<file path="src/rtl/clu_pmon_pkg.sv">
package clu_pmon_pkg;
  localparam logic [6:0] A_CTRL  = 7'h00;
  localparam logic [6:0] A_ENSET = 7'h01;
  localparam logic [6:0] A_ENCLR = 7'h02;
  localparam logic [6:0] A_IESET = 7'h03;
  localparam logic [6:0] A_IECLR = 7'h04;
  localparam logic [6:0] A_OVS   = 7'h05;
  localparam logic [6:0] A_AVLO  = 7'h06;
  localparam logic [6:0] A_AVHI  = 7'h07;
  localparam logic [6:0] A_CYCLO = 7'h08;
  localparam logic [6:0] A_CYCHI = 7'h09;
  localparam logic [1:0] RG_CNT  = 2'b01;  // 0x20..0x3F
  localparam logic [1:0] RG_TYPE = 2'b10;  // 0x40..0x5F
  localparam logic [7:0] CODE_CYCLES = 8'h11;
  localparam int CYC_BIT = 31;

  typedef struct packed {
    logic        ovsRead;
    logic        cntWr;
    logic        typeWr;
    logic [4:0]  idx;
    logic        cycWrLo;
    logic        cycWrHi;
    logic        zeroEvt;
    logic        zeroCyc;
    logic [31:0] data;
  } dpStrobe_t;
endpackage

</file>
<file path="src/rtl/clu_pmon_ctrl.sv">
module clu_pmon_ctrl
  import clu_pmon_pkg::*;
#(
  parameter int NUM_CNT = 6,
  parameter logic [7:0] ID = 8'h00,
  parameter logic [7:0] IMPL = 8'h00,
  parameter logic [63:0] AVAIL = 64'h0
) (
  input  logic        clk,
  input  logic        rstN,
  input  logic        regWe,
  input  logic        regRe,
  input  logic [6:0]  regAddr,
  input  logic [31:0] regWdata,
  input  logic [31:0] cntVal [NUM_CNT],
  input  logic [7:0]  typeVal [NUM_CNT],
  input  logic [63:0] cycVal,
  input  logic [31:0] ovfBits,
  output dpStrobe_t   strobe,
  output logic        gEnable,
  output logic [31:0] enBits,
  output logic [31:0] ienBits,
  output logic [31:0] regRdata
);
  localparam logic [31:0] IMPL_MASK = 32'h8000_0000 | ((32'd1 << NUM_CNT) - 32'd1);
  localparam logic [4:0] NUM_FIELD = 5'(NUM_CNT);

  logic        idxOk;
  logic [31:0] wMask;

  assign idxOk = regAddr[4:0] < NUM_FIELD;
  assign wMask = regWdata & IMPL_MASK;

  always_comb begin
    strobe         = '0;
    strobe.data    = regWdata;
    strobe.idx     = regAddr[4:0];
    strobe.ovsRead = regRe && (regAddr == A_OVS);
    if (regWe) begin
      strobe.cntWr   = (regAddr[6:5] == RG_CNT) && idxOk;
      strobe.typeWr  = (regAddr[6:5] == RG_TYPE) && idxOk;
      strobe.cycWrLo = regAddr == A_CYCLO;
      strobe.cycWrHi = regAddr == A_CYCHI;
      strobe.zeroEvt = (regAddr == A_CTRL) && regWdata[1];
      strobe.zeroCyc = (regAddr == A_CTRL) && regWdata[2];
    end
  end

  always_ff @(posedge clk) begin
    if (!rstN) begin
      gEnable <= 1'b0;
      enBits  <= '0;
      ienBits <= '0;
    end else if (regWe) begin
      case (regAddr)
        A_CTRL:  gEnable <= regWdata[0];
        A_ENSET: enBits  <= enBits | wMask;
        A_ENCLR: enBits  <= enBits & ~wMask;
        A_IESET: ienBits <= ienBits | wMask;
        A_IECLR: ienBits <= ienBits & ~wMask;
        default: ;
      endcase
    end
  end

  always_comb begin
    regRdata = '0;
    case (regAddr)
      A_CTRL:           regRdata = {IMPL, ID, NUM_FIELD, 10'b0, gEnable};
      A_ENSET, A_ENCLR: regRdata = enBits;
      A_IESET, A_IECLR: regRdata = ienBits;
      A_OVS:            regRdata = ovfBits;
      A_AVLO:           regRdata = AVAIL[31:0];
      A_AVHI:           regRdata = AVAIL[63:32];
      A_CYCLO:          regRdata = cycVal[31:0];
      A_CYCHI:          regRdata = cycVal[63:32];
      default: begin
        for (int i = 0; i < NUM_CNT; i++) begin
          if (regAddr[4:0] == 5'(i)) begin
            if (regAddr[6:5] == RG_CNT)  regRdata = cntVal[i];
            if (regAddr[6:5] == RG_TYPE) regRdata = {24'b0, typeVal[i]};
          end
        end
      end
    endcase
  end

  // bits written through the set address are present on the next cycle
  p_enset_r4: assert property (@(posedge clk) disable iff (!rstN)
    (regWe && regAddr == A_ENSET) |=>
      ((enBits & ($past(regWdata) & IMPL_MASK)) == ($past(regWdata) & IMPL_MASK)));

  // without a write the interrupt enables hold
  p_ien_hold_r4: assert property (@(posedge clk) disable iff (!rstN)
    !regWe |=> (ienBits == $past(ienBits)));
endmodule

</file>
<file path="src/rtl/clu_pmon_dp.sv">
module clu_pmon_dp
  import clu_pmon_pkg::*;
#(
  parameter int NUM_CNT = 6,
  parameter int EVT_LINES = 32
) (
  input  logic                 clk,
  input  logic                 rstN,
  input  dpStrobe_t            strobe,
  input  logic                 gEnable,
  input  logic [31:0]          enBits,
  input  logic [EVT_LINES-1:0] evtIn,
  output logic [31:0]          cntVal [NUM_CNT],
  output logic [7:0]           typeVal [NUM_CNT],
  output logic [63:0]          cycVal,
  output logic [31:0]          ovfBits
);
  localparam int SELW = (EVT_LINES > 1) ? $clog2(EVT_LINES) : 1;

  logic [NUM_CNT-1:0] evtWrap;
  logic [NUM_CNT-1:0] evtInc;
  logic               cycInc, cycWr, cycWrap;
  logic [31:0]        wrapVec;

  for (genvar i = 0; i < NUM_CNT; i++) begin : g_cnt
    logic hit, wrHere;
    assign wrHere = strobe.cntWr && (strobe.idx == 5'(i));
    always_comb begin
      if (typeVal[i] == CODE_CYCLES) hit = 1'b1;
      else if ({24'b0, typeVal[i]} < 32'(EVT_LINES)) hit = evtIn[typeVal[i][SELW-1:0]];
      else hit = 1'b0;
    end
    assign evtInc[i]  = gEnable && enBits[i] && hit;
    assign evtWrap[i] = evtInc[i] && (cntVal[i] == '1) && !wrHere && !strobe.zeroEvt;

    always_ff @(posedge clk) begin
      if (!rstN) begin
        cntVal[i]  <= '0;
        typeVal[i] <= '0;
      end else begin
        if (strobe.zeroEvt)  cntVal[i] <= '0;
        else if (wrHere)     cntVal[i] <= strobe.data;
        else if (evtInc[i])  cntVal[i] <= cntVal[i] + 32'd1;
        if (strobe.typeWr && strobe.idx == 5'(i)) typeVal[i] <= strobe.data[7:0];
      end
    end

    // an increment from all-ones lands on zero with the overflow flagged
    p_wrap_sets_ovf_r6: assert property (@(posedge clk) disable iff (!rstN)
      (evtInc[i] && cntVal[i] == 32'hFFFF_FFFF && !wrHere && !strobe.zeroEvt) |=>
        (ovfBits[i] && cntVal[i] == 32'h0));
  end

  assign cycWr   = strobe.cycWrLo || strobe.cycWrHi || strobe.zeroCyc;
  assign cycInc  = gEnable && enBits[CYC_BIT];
  assign cycWrap = cycInc && !cycWr && (cycVal == '1);

  always_ff @(posedge clk) begin
    if (!rstN)                cycVal <= '0;
    else if (strobe.zeroCyc)  cycVal <= '0;
    else if (strobe.cycWrLo)  cycVal <= {cycVal[63:32], strobe.data};
    else if (strobe.cycWrHi)  cycVal <= {strobe.data, cycVal[31:0]};
    else if (cycInc)          cycVal <= cycVal + 64'd1;
  end

  always_comb begin
    wrapVec = '0;
    for (int i = 0; i < NUM_CNT; i++) wrapVec[i] = evtWrap[i];
    wrapVec[CYC_BIT] = cycWrap;
  end

  always_ff @(posedge clk) begin
    if (!rstN) ovfBits <= '0;
    else       ovfBits <= (strobe.ovsRead ? 32'h0 : ovfBits) | wrapVec;
  end

  // with the global enable clear the cycle counter moves only by writes
  p_hold_when_off_r2: assert property (@(posedge clk) disable iff (!rstN)
    (!gEnable && !cycWr) |=> (cycVal == $past(cycVal)));

  // an enabled cycle counter steps by exactly one
  p_cyc_step_r7: assert property (@(posedge clk) disable iff (!rstN)
    (cycInc && !cycWr) |=> (cycVal == $past(cycVal) + 64'd1));

  // the clearing read empties the status when nothing wraps alongside it
  p_ovs_clear_r8: assert property (@(posedge clk) disable iff (!rstN)
    (strobe.ovsRead && wrapVec == 32'h0) |=> (ovfBits == 32'h0));
endmodule

</file>
<file path="src/rtl/clu_perf_mon.sv">
module clu_perf_mon
  import clu_pmon_pkg::*;
#(
  parameter int NUM_CNT = 6,
  parameter int EVT_LINES = 32,
  parameter logic [7:0] ID = 8'h41,
  parameter logic [7:0] IMPL = 8'h07,
  parameter logic [63:0] AVAIL = 64'h0000_0000_3E02_0001
) (
  input  logic                 clk,
  input  logic                 rstN,
  input  logic                 regWe,
  input  logic                 regRe,
  input  logic [6:0]           regAddr,
  input  logic [31:0]          regWdata,
  output logic [31:0]          regRdata,
  input  logic [EVT_LINES-1:0] evtIn,
  output logic                 irq
);
  dpStrobe_t   strobe;
  logic        gEnable;
  logic [31:0] enBits, ienBits, ovfBits;
  logic [31:0] cntVal [NUM_CNT];
  logic [7:0]  typeVal [NUM_CNT];
  logic [63:0] cycVal;

  clu_pmon_ctrl #(.NUM_CNT(NUM_CNT), .ID(ID), .IMPL(IMPL), .AVAIL(AVAIL)) u_ctrl (
    .clk(clk), .rstN(rstN), .regWe(regWe), .regRe(regRe), .regAddr(regAddr),
    .regWdata(regWdata), .cntVal(cntVal), .typeVal(typeVal), .cycVal(cycVal),
    .ovfBits(ovfBits), .strobe(strobe), .gEnable(gEnable), .enBits(enBits),
    .ienBits(ienBits), .regRdata(regRdata)
  );

  clu_pmon_dp #(.NUM_CNT(NUM_CNT), .EVT_LINES(EVT_LINES)) u_dp (
    .clk(clk), .rstN(rstN), .strobe(strobe), .gEnable(gEnable), .enBits(enBits),
    .evtIn(evtIn), .cntVal(cntVal), .typeVal(typeVal), .cycVal(cycVal),
    .ovfBits(ovfBits)
  );

  assign irq = |(ovfBits & ienBits);
endmodule

</file>
<file path="config.mk">
export PLATFORM = sky130hd
export DESIGN_NAME = clu_perf_mon
export DESIGN_NICKNAME = d
export VERILOG_FILES = /design/src/rtl/clu_pmon_pkg.sv /design/src/rtl/clu_pmon_ctrl.sv /design/src/rtl/clu_pmon_dp.sv /design/src/rtl/clu_perf_mon.sv
export SDC_FILE = /design/constraint.sdc
export NUM_CORES = 1
export LEC_CHECK = 0
export BUFFER_PORTS_ARGS = -buffer_cell sky130_fd_sc_hd__buf_2
export CAP_MARGIN = 30
export CELL_PAD_IN_SITES_DETAIL_PLACEMENT = 0
export CELL_PAD_IN_SITES_GLOBAL_PLACEMENT = 1
export CORE_ASPECT_RATIO = 0.8
export CORE_UTILIZATION = 40
export CTS_CLUSTER_DIAMETER = 50
export DETAILED_ROUTE_END_ITERATION = 16
export PLACE_DENSITY_LB_ADDON = 0.25
export SYNTH_ARGS = -nofsm -noshare
export SYNTH_HDL_FRONTEND = slang
export SYNTH_SLANG_ARGS = --single-unit
</file>
<file path="constraint.sdc">
create_clock -name clk -period 3.4 [get_ports clk]
set_input_delay 0.34 -clock clk [delete_from_list [all_inputs] [get_ports clk]]
set_output_delay 0.34 -clock clk [all_outputs]
set_load 0.02 [all_outputs]
</file>
==> results.cfg, run 1 <==
[timing]
relSlewSlack_pct = 28.4
setup_slack_ns = 0.228
clock.fmax_ghz = 0.315
tightest_slew_ns = 1.07
period_share_pct = 93.3
period_minus_slack_ns = 3.17
rsz0062_at_grt = false
fin_tns_setup_ns = 0
clock_skew_ns = 0.0339
slew_violations = 0
finalHoldViolations = 0
setup_viol = 0

[worst_setup_path]
required_ns = 3.06
crit_arrival_ns = 2.83
cp-end-kind = output port
worstSetupPathType = primary input to output port
crit_path_start_kind = primary input
cp_max_fo = 24

[yosys]
ys.warnings.count = 0
yosysTopAreaCellShare_pct = 31.3
synth_fa_ha_area_share_pct = 0.420
synth_commonest_cells = 326 x dfxtp_1, 281 x o21ai_0, 246 x a21oi_1
synth_top_family_by_area = simple AND/OR/NAND/NOR gates
synth.most_common_cell = dfxtp_1
ys_async_sr_fraction_pct = 0
ys_ff_latch = 326
synthTopCellsByArea = dfxtp_1 31%, o21ai_0 6.8%, xnor2_1 6.7%
synth_edf_count = 0
synth_cell_type_count = 78
syn_inst = 2619
postSynthAreaPerCell_sq_um = 7.95
muxShareOfSynthArea_pct = 10.0
synthesis.area_sq_um = 20800
synth_ff_type = dfxtp_1
synth-compound-area-share_pct = 21.4
yosys.area.top_type = dfxtp_1
seq_area_frac_synth_pct = 31.3
synth_xor_area_share_pct = 9.80
syn-num-nets = 2701
synth-simple-area-share_pct = 22.3

[floorplan]
core_sq_um = 51200
rows = 74
io_pins = 108
die_h_um = 206
die_w_um = 257
initial_core_util_pct = 40.7
die_area_sq_um = 53000

[pwr]
seq_power_share_pct = 41.1
power_density_nw_per_um2 = 392
switching_share_pct = 26.1
p_sw_mw = 2.43
pwr-share-comb_pct = 7.1
intPower_mw = 6.89
power_mw = 9.32
p_leak_nw = 7.35
ir_drop_v = 0.000308
clkPwrFrac_pct = 51.7

[global_route]
grt_pass1_vias = 20100
antenna_found_initial = 12
grt_overflow = 0
grt_pass1_wl_mm = 132
track_usage_pct = 32.9
grt_max_degree = 70

[clocking]
clkTransAtPathRegs_ns = 0.06
clk_latency_ns = 0.59
ctsHtreeMaxLevel = 2
cts_hold_buf = 0
clockRootBuffer = clkbuf_16
postCtsSetupRepairBufs = 0
cts_made_buffers = 44
cts_buffer_depth = 3
cts_sinks = 326
cts_tree = done
cts-resized-gates = 0

[placement]
numPortBuffers = 106
dp_hpwl_mm = 64.8
placed_area_sq_um = 22300
pre_cts_ws_ns = 0.249
gp_congestion = 0.967

[route]
met2_length_mm = 37.8
drtIter0Drc = 2916
wl_mm = 88.9
wl_per_cell_um = 26.3
drc = 0
routed_via_density = 6.39
highest_layer = met5
wl_met3_mm = 9.73
drt-pass1-iter-count = 6
postRouteAntennaNets = 0
met1_length_mm = 39.1
via_count = 21600

[layout]
syn_to_final_growth_pct = 14.1
drive_above_1_share_pct = 13.5
fin_util_pct = 46.4
fin_nets = 2743
design_area_sq_um = 23800
fillers = 5059

[run]
drv_cap = 0

[outcome]
outcome = complete, no violations

[min_path]
hp-class = primary input to flip-flop
==> area by class of cell <==
class	instances	area, sq um	area share [%]
Clock inverter	16	169	0.711
Inverter	39	146	0.616
Timing Repair Buffer	202	1330	5.59
Multi-Input combinational cell	2048	13400	56.4
Antenna cell	5	12.5	0.0526
Clock buffer	65	1330	5.61
Sequential cell	326	6530	27.5
Tap cell	684	856	3.60
==> worst max-delay path: stages <==
cell and delay (ns):
buf_2 0.18, or4_1 0.65, nor2_1 0.22, buf_12 0.20, a221o_1 0.25, a221oi_1 0.08
buf_4 0.18, o21ai_0 0.45, buf_2 0.27
==> cells by family (layout without fill, tap and decap cells) <==
group	after synthesis	count (layout)
adder cells (fa/ha/maj)	7	7
other	0	5
multiplexers	153	153
XOR/XNOR	233	233
AO/OA/AOI/OAI	749	749
AND/OR/NAND/NOR	906	906
buffers and inverters	245	322
flip-flops	326	326
==> cells in the final DEF, fill, tap and decap left out, types with 10 or more instances in the layout <==
| cell type | Yosys | routed |
|---|---|---|
| clkbuf_8 | 0 | 11 |
| dfxtp_1 | 326 | 326 |
| a22oi_1 | 27 | 27 |
| a21oi_1 | 246 | 246 |
| nor3_1 | 73 | 71 |
| nand2_1 | 206 | 204 |
| mux2_2 | 17 | 17 |
| o21ai_0 | 281 | 281 |
| or3_1 | 13 | 12 |
| and3_1 | 49 | 49 |
| o22ai_1 | 24 | 24 |
| nor2_1 | 189 | 189 |
| a31oi_1 | 13 | 11 |
| nor4_1 | 59 | 59 |
| or4_1 | 16 | 16 |
| nand3_1 | 103 | 102 |
| mux2i_1 | 95 | 95 |
| a211oi_1 | 28 | 28 |
| xor2_1 | 74 | 74 |
| and2_1 | 18 | 18 |
| inv_1 | 38 | 38 |
| a22o_1 | 14 | 14 |
| buf_2 | 25 | 105 |
| a221o_1 | 25 | 25 |
| o221ai_1 | 10 | 10 |
| xnor2_1 | 159 | 159 |
| buf_4 | 2 | 91 |
| mux4_2 | 36 | 36 |
| clkbuf_16 | 0 | 46 |
| a221oi_1 | 40 | 40 |
| nand4_1 | 88 | 88 |
| and4_1 | 27 | 27 |
==> registers in the layout, summed over array words and instances, names as in the netlist, named ones only <==
signal          flops
u_dp.cntVal       192
u_dp.cycVal        64
u_dp.typeVal       48
u_dp.ovfBits        7
u_ctrl.gEnable      1
==> per-stage QoR <==
step	std cells	hold WS (ns)
after CTS	3380	0.144
after global placement	3299	0.478
after global routing	3381	0.173
after floorplan	2619	0.439
after detailed placement	3299	0.480
final	3385	0.176
==> power by group through the flow <==
stage	clock network (mW)	logic, mW	registers (mW)
2_1_floorplan	0	0.309	3.92
3_3_place_gp	0	0.633	3.92
3_5_place_dp	0	0.638	3.92
4_1_cts	4.87	0.640	3.83
5_1_grt	5.02	0.688	3.83
6_report	4.82	0.665	3.83
==> worst paths after layout <==
path | slack, ns | endpoint | start | cells after the start
setup / recovery | 0.23 | regRdata[17] | regAddr[3] | 9
hold / removal | 0.18 | u_dp.cntVal[30]$_SDFFE_PP0P_ | regWdata[30] | 3
setup reg to reg | 0.26 | u_dp.cntVal[185]$_SDFFE_PP0P_ | u_dp.typeVal[41]$_SDFFE_PN0P_ | 8
hold reg to reg | 0.50 | u_dp.ovfBits[3]$_SDFF_PN0_ | u_dp.ovfBits[3]$_SDFF_PN0_ | 2
==> routing by layer <==
metal	global-route usage (%)	vias to the layer above
met5	0	-
met4	9.42	4
met3	6.00	164
met2	49.8	1181
met1	47.4	10500
li1	-	9842
Power figures use the tool's default switching activity.
==> run 2, diff against run 1 <==
Clock period 3.4 ns to 2.55 ns, I/O delays scaled along.
==> results.cfg, run 2 (synthesis results as in run 1) <==
[outcome]
outcome = complete, but fails checks
violations = negative setup slack

[timing]
setup_viol = 4
fin_tns_setup_ns = -0.160
clock_skew_ns = 0.0241
relSlewSlack_pct = 28.1
fin_hold_ws_ns = 0.0795
period_share_pct = 103
clock.fmax_ghz = 0.382
slew_violations = 0
rsz0062_at_grt = true
period_minus_slack_ns = 2.62
setup_slack_ns = -0.0668
tightest_slew_ns = 1.06
finalHoldViolations = 0

[layout]
design_area_sq_um = 26100
fin_util_pct = 50.9
final_cell_mix = 313 x dfxtp_1, 284 x buf_4, 268 x o21ai_0
fin_cells = 3587
drive_above_1_share_pct = 22.6
syn_to_final_growth_pct = 25.2
largest_reg_flops = 192
largest-register = u_dp.cntVal
final_common_cell = dfxtp_1
fin_nets = 2950
top_regs = u_dp.cntVal (192), u_dp.cycVal (64), u_dp.typeVal (48)

[global_route]
grt_pass1_vias = 20800
grt_overflow = 0
grt_max_degree = 64
grt_pass1_wl_mm = 137
antenna_found_initial = 9
track_usage_pct = 34.5

[placement]
dp.cells = 3497
gp_congestion = 1.05
placed_area_sq_um = 24000
numPortBuffers = 106
dp_hpwl_mm = 69.8
pre_cts_ws_ns = -0.141

[clocking]
clk_latency_ns = 0.59
ctsHtreeMaxLevel = 2
cts_made_buffers = 43
cts_hold_buf = 0
clkTransAtPathRegs_ns = 0.06
cts_sinks = 326
cts_buffer_depth = 3
clockRootBuffer = clkbuf_16
cts_tree = done

[pwr]
switching_share_pct = 26.2
seq_power_share_pct = 40.7
ir_drop_v = 0.000400
p_leak_nw = 8.60
intPower_mw = 9.26
power_density_nw_per_um2 = 481
pwr-share-comb_pct = 8.1
power_mw = 12.6
p_sw_mw = 3.30
clkPwrFrac_pct = 51.2

[floorplan]
initial_core_util_pct = 40.7
die_w_um = 257
io_pins = 108
die_h_um = 206
rows = 74
die_area_sq_um = 53000
core_sq_um = 51200

[route]
drt-pass1-iter-count = 6
drc = 0
routed_via_density = 6.27
drtIter0Drc = 2724
postRouteAntennaNets = 0
via_count = 22500
wl_mm = 93.8
wl_per_cell_um = 26.1

[worst_setup_path]
crit_path_start_kind = flip-flop
worstSetupPathType = flip-flop to output port
cp-startpoint = u_dp.cntVal[160]$_SDFFE_PP0P_
cp-end-kind = output port
crit_arrival_ns = 2.36
crit_family = compound AO/OA/AOI/OAI gates
r2r_start = u_dp.typeVal[8]$_SDFFE_PN0P_
cp_max_fo = 6
cp_cell_sequence = and3_1 -> a31oi_1 -> nand4_1 -> o21bai_4 -> buf_4
cp_num_buf_inv = 1
critPathMaxStageDelay_ns = 0.45
cp_slowest_cell = a31oi_1
required_ns = 2.30

[min_path]
min_from = regWdata[12]
hp-class = primary input to flip-flop

[run]
drv_cap = 0
run 2: cell types whose count changed in the layout (fill, tap and decap cells not counted), moves of 6 or more:
cell	previous run	this run
dfxtp_2	0	9
o21ai_0	281	268
nor3_1	71	62
o21ai_1	1	10
o22ai_2	0	10
buf_6	0	6
dfxtp_1	326	313
o22ai_1	24	9
a221oi_1	40	26
buf_2	105	95
buf_12	6	24
buf_4	91	284
a221oi_2	0	14
nor3_2	4	12
run 2: cell type report:
class	instances	area [sq um]
Clock inverter	19	223
Antenna cell	2	5.00
Multi-Input combinational cell	2048	13900
Tap cell	684	856
Sequential cell	326	6550
Fill cell	4916	25100
Clock buffer	59	1250
Timing Repair Buffer	410	3180
Inverter	39	146
run 2: worst min-delay path, stage by stage:
cell and delay, ns:
buf_2 0.21, nand2_1 0.08, o21ai_0 0.06
run 2: final timing paths:
kind / cells after the start / slack (ns) / to
worst max-delay path: 5 / -0.07 / regRdata[0]
worst min-delay path: 3 / 0.08 / u_dp.cntVal[108]$_SDFFE_PP0P_
worst max register to register: 8 / -0.05 / u_dp.cntVal[43]$_SDFFE_PP0P_
worst min register to register: 2 / 0.49 / u_dp.ovfBits[5]$_SDFF_PN0_
run 2: timing repair:
action	in CTS	in global routing
endpoints found under the setup margin	78	154
buffers inserted	4	5
pin swaps	8	15
gates resized for setup	39	78
gates cloned	0	2
run 2: power by group through the flow:
stage / clock [mW] / sequential (mW) / combinational [mW]
floorplan: 0 / 5.22 / 0.417
global placement: 0 / 5.22 / 0.940
detailed placement: 0 / 5.22 / 0.943
CTS: 6.48 / 5.11 / 0.959
global route: 6.71 / 5.10 / 1.05
finish: 6.43 / 5.11 / 1.02
run 2: metal layers:
| layer | routed length [um] | part of all wire (%) | GRT usage (%) |
|---|---|---|---|
| met1 | 41000 | 44 | 48.5 |
| met2 | 40000 | 43 | 52.3 |
| met3 | 9430 | 10 | 6.81 |
| met4 | 3260 | 3.5 | 11.9 |
| met5 | 12 | 0.013 | 0 |
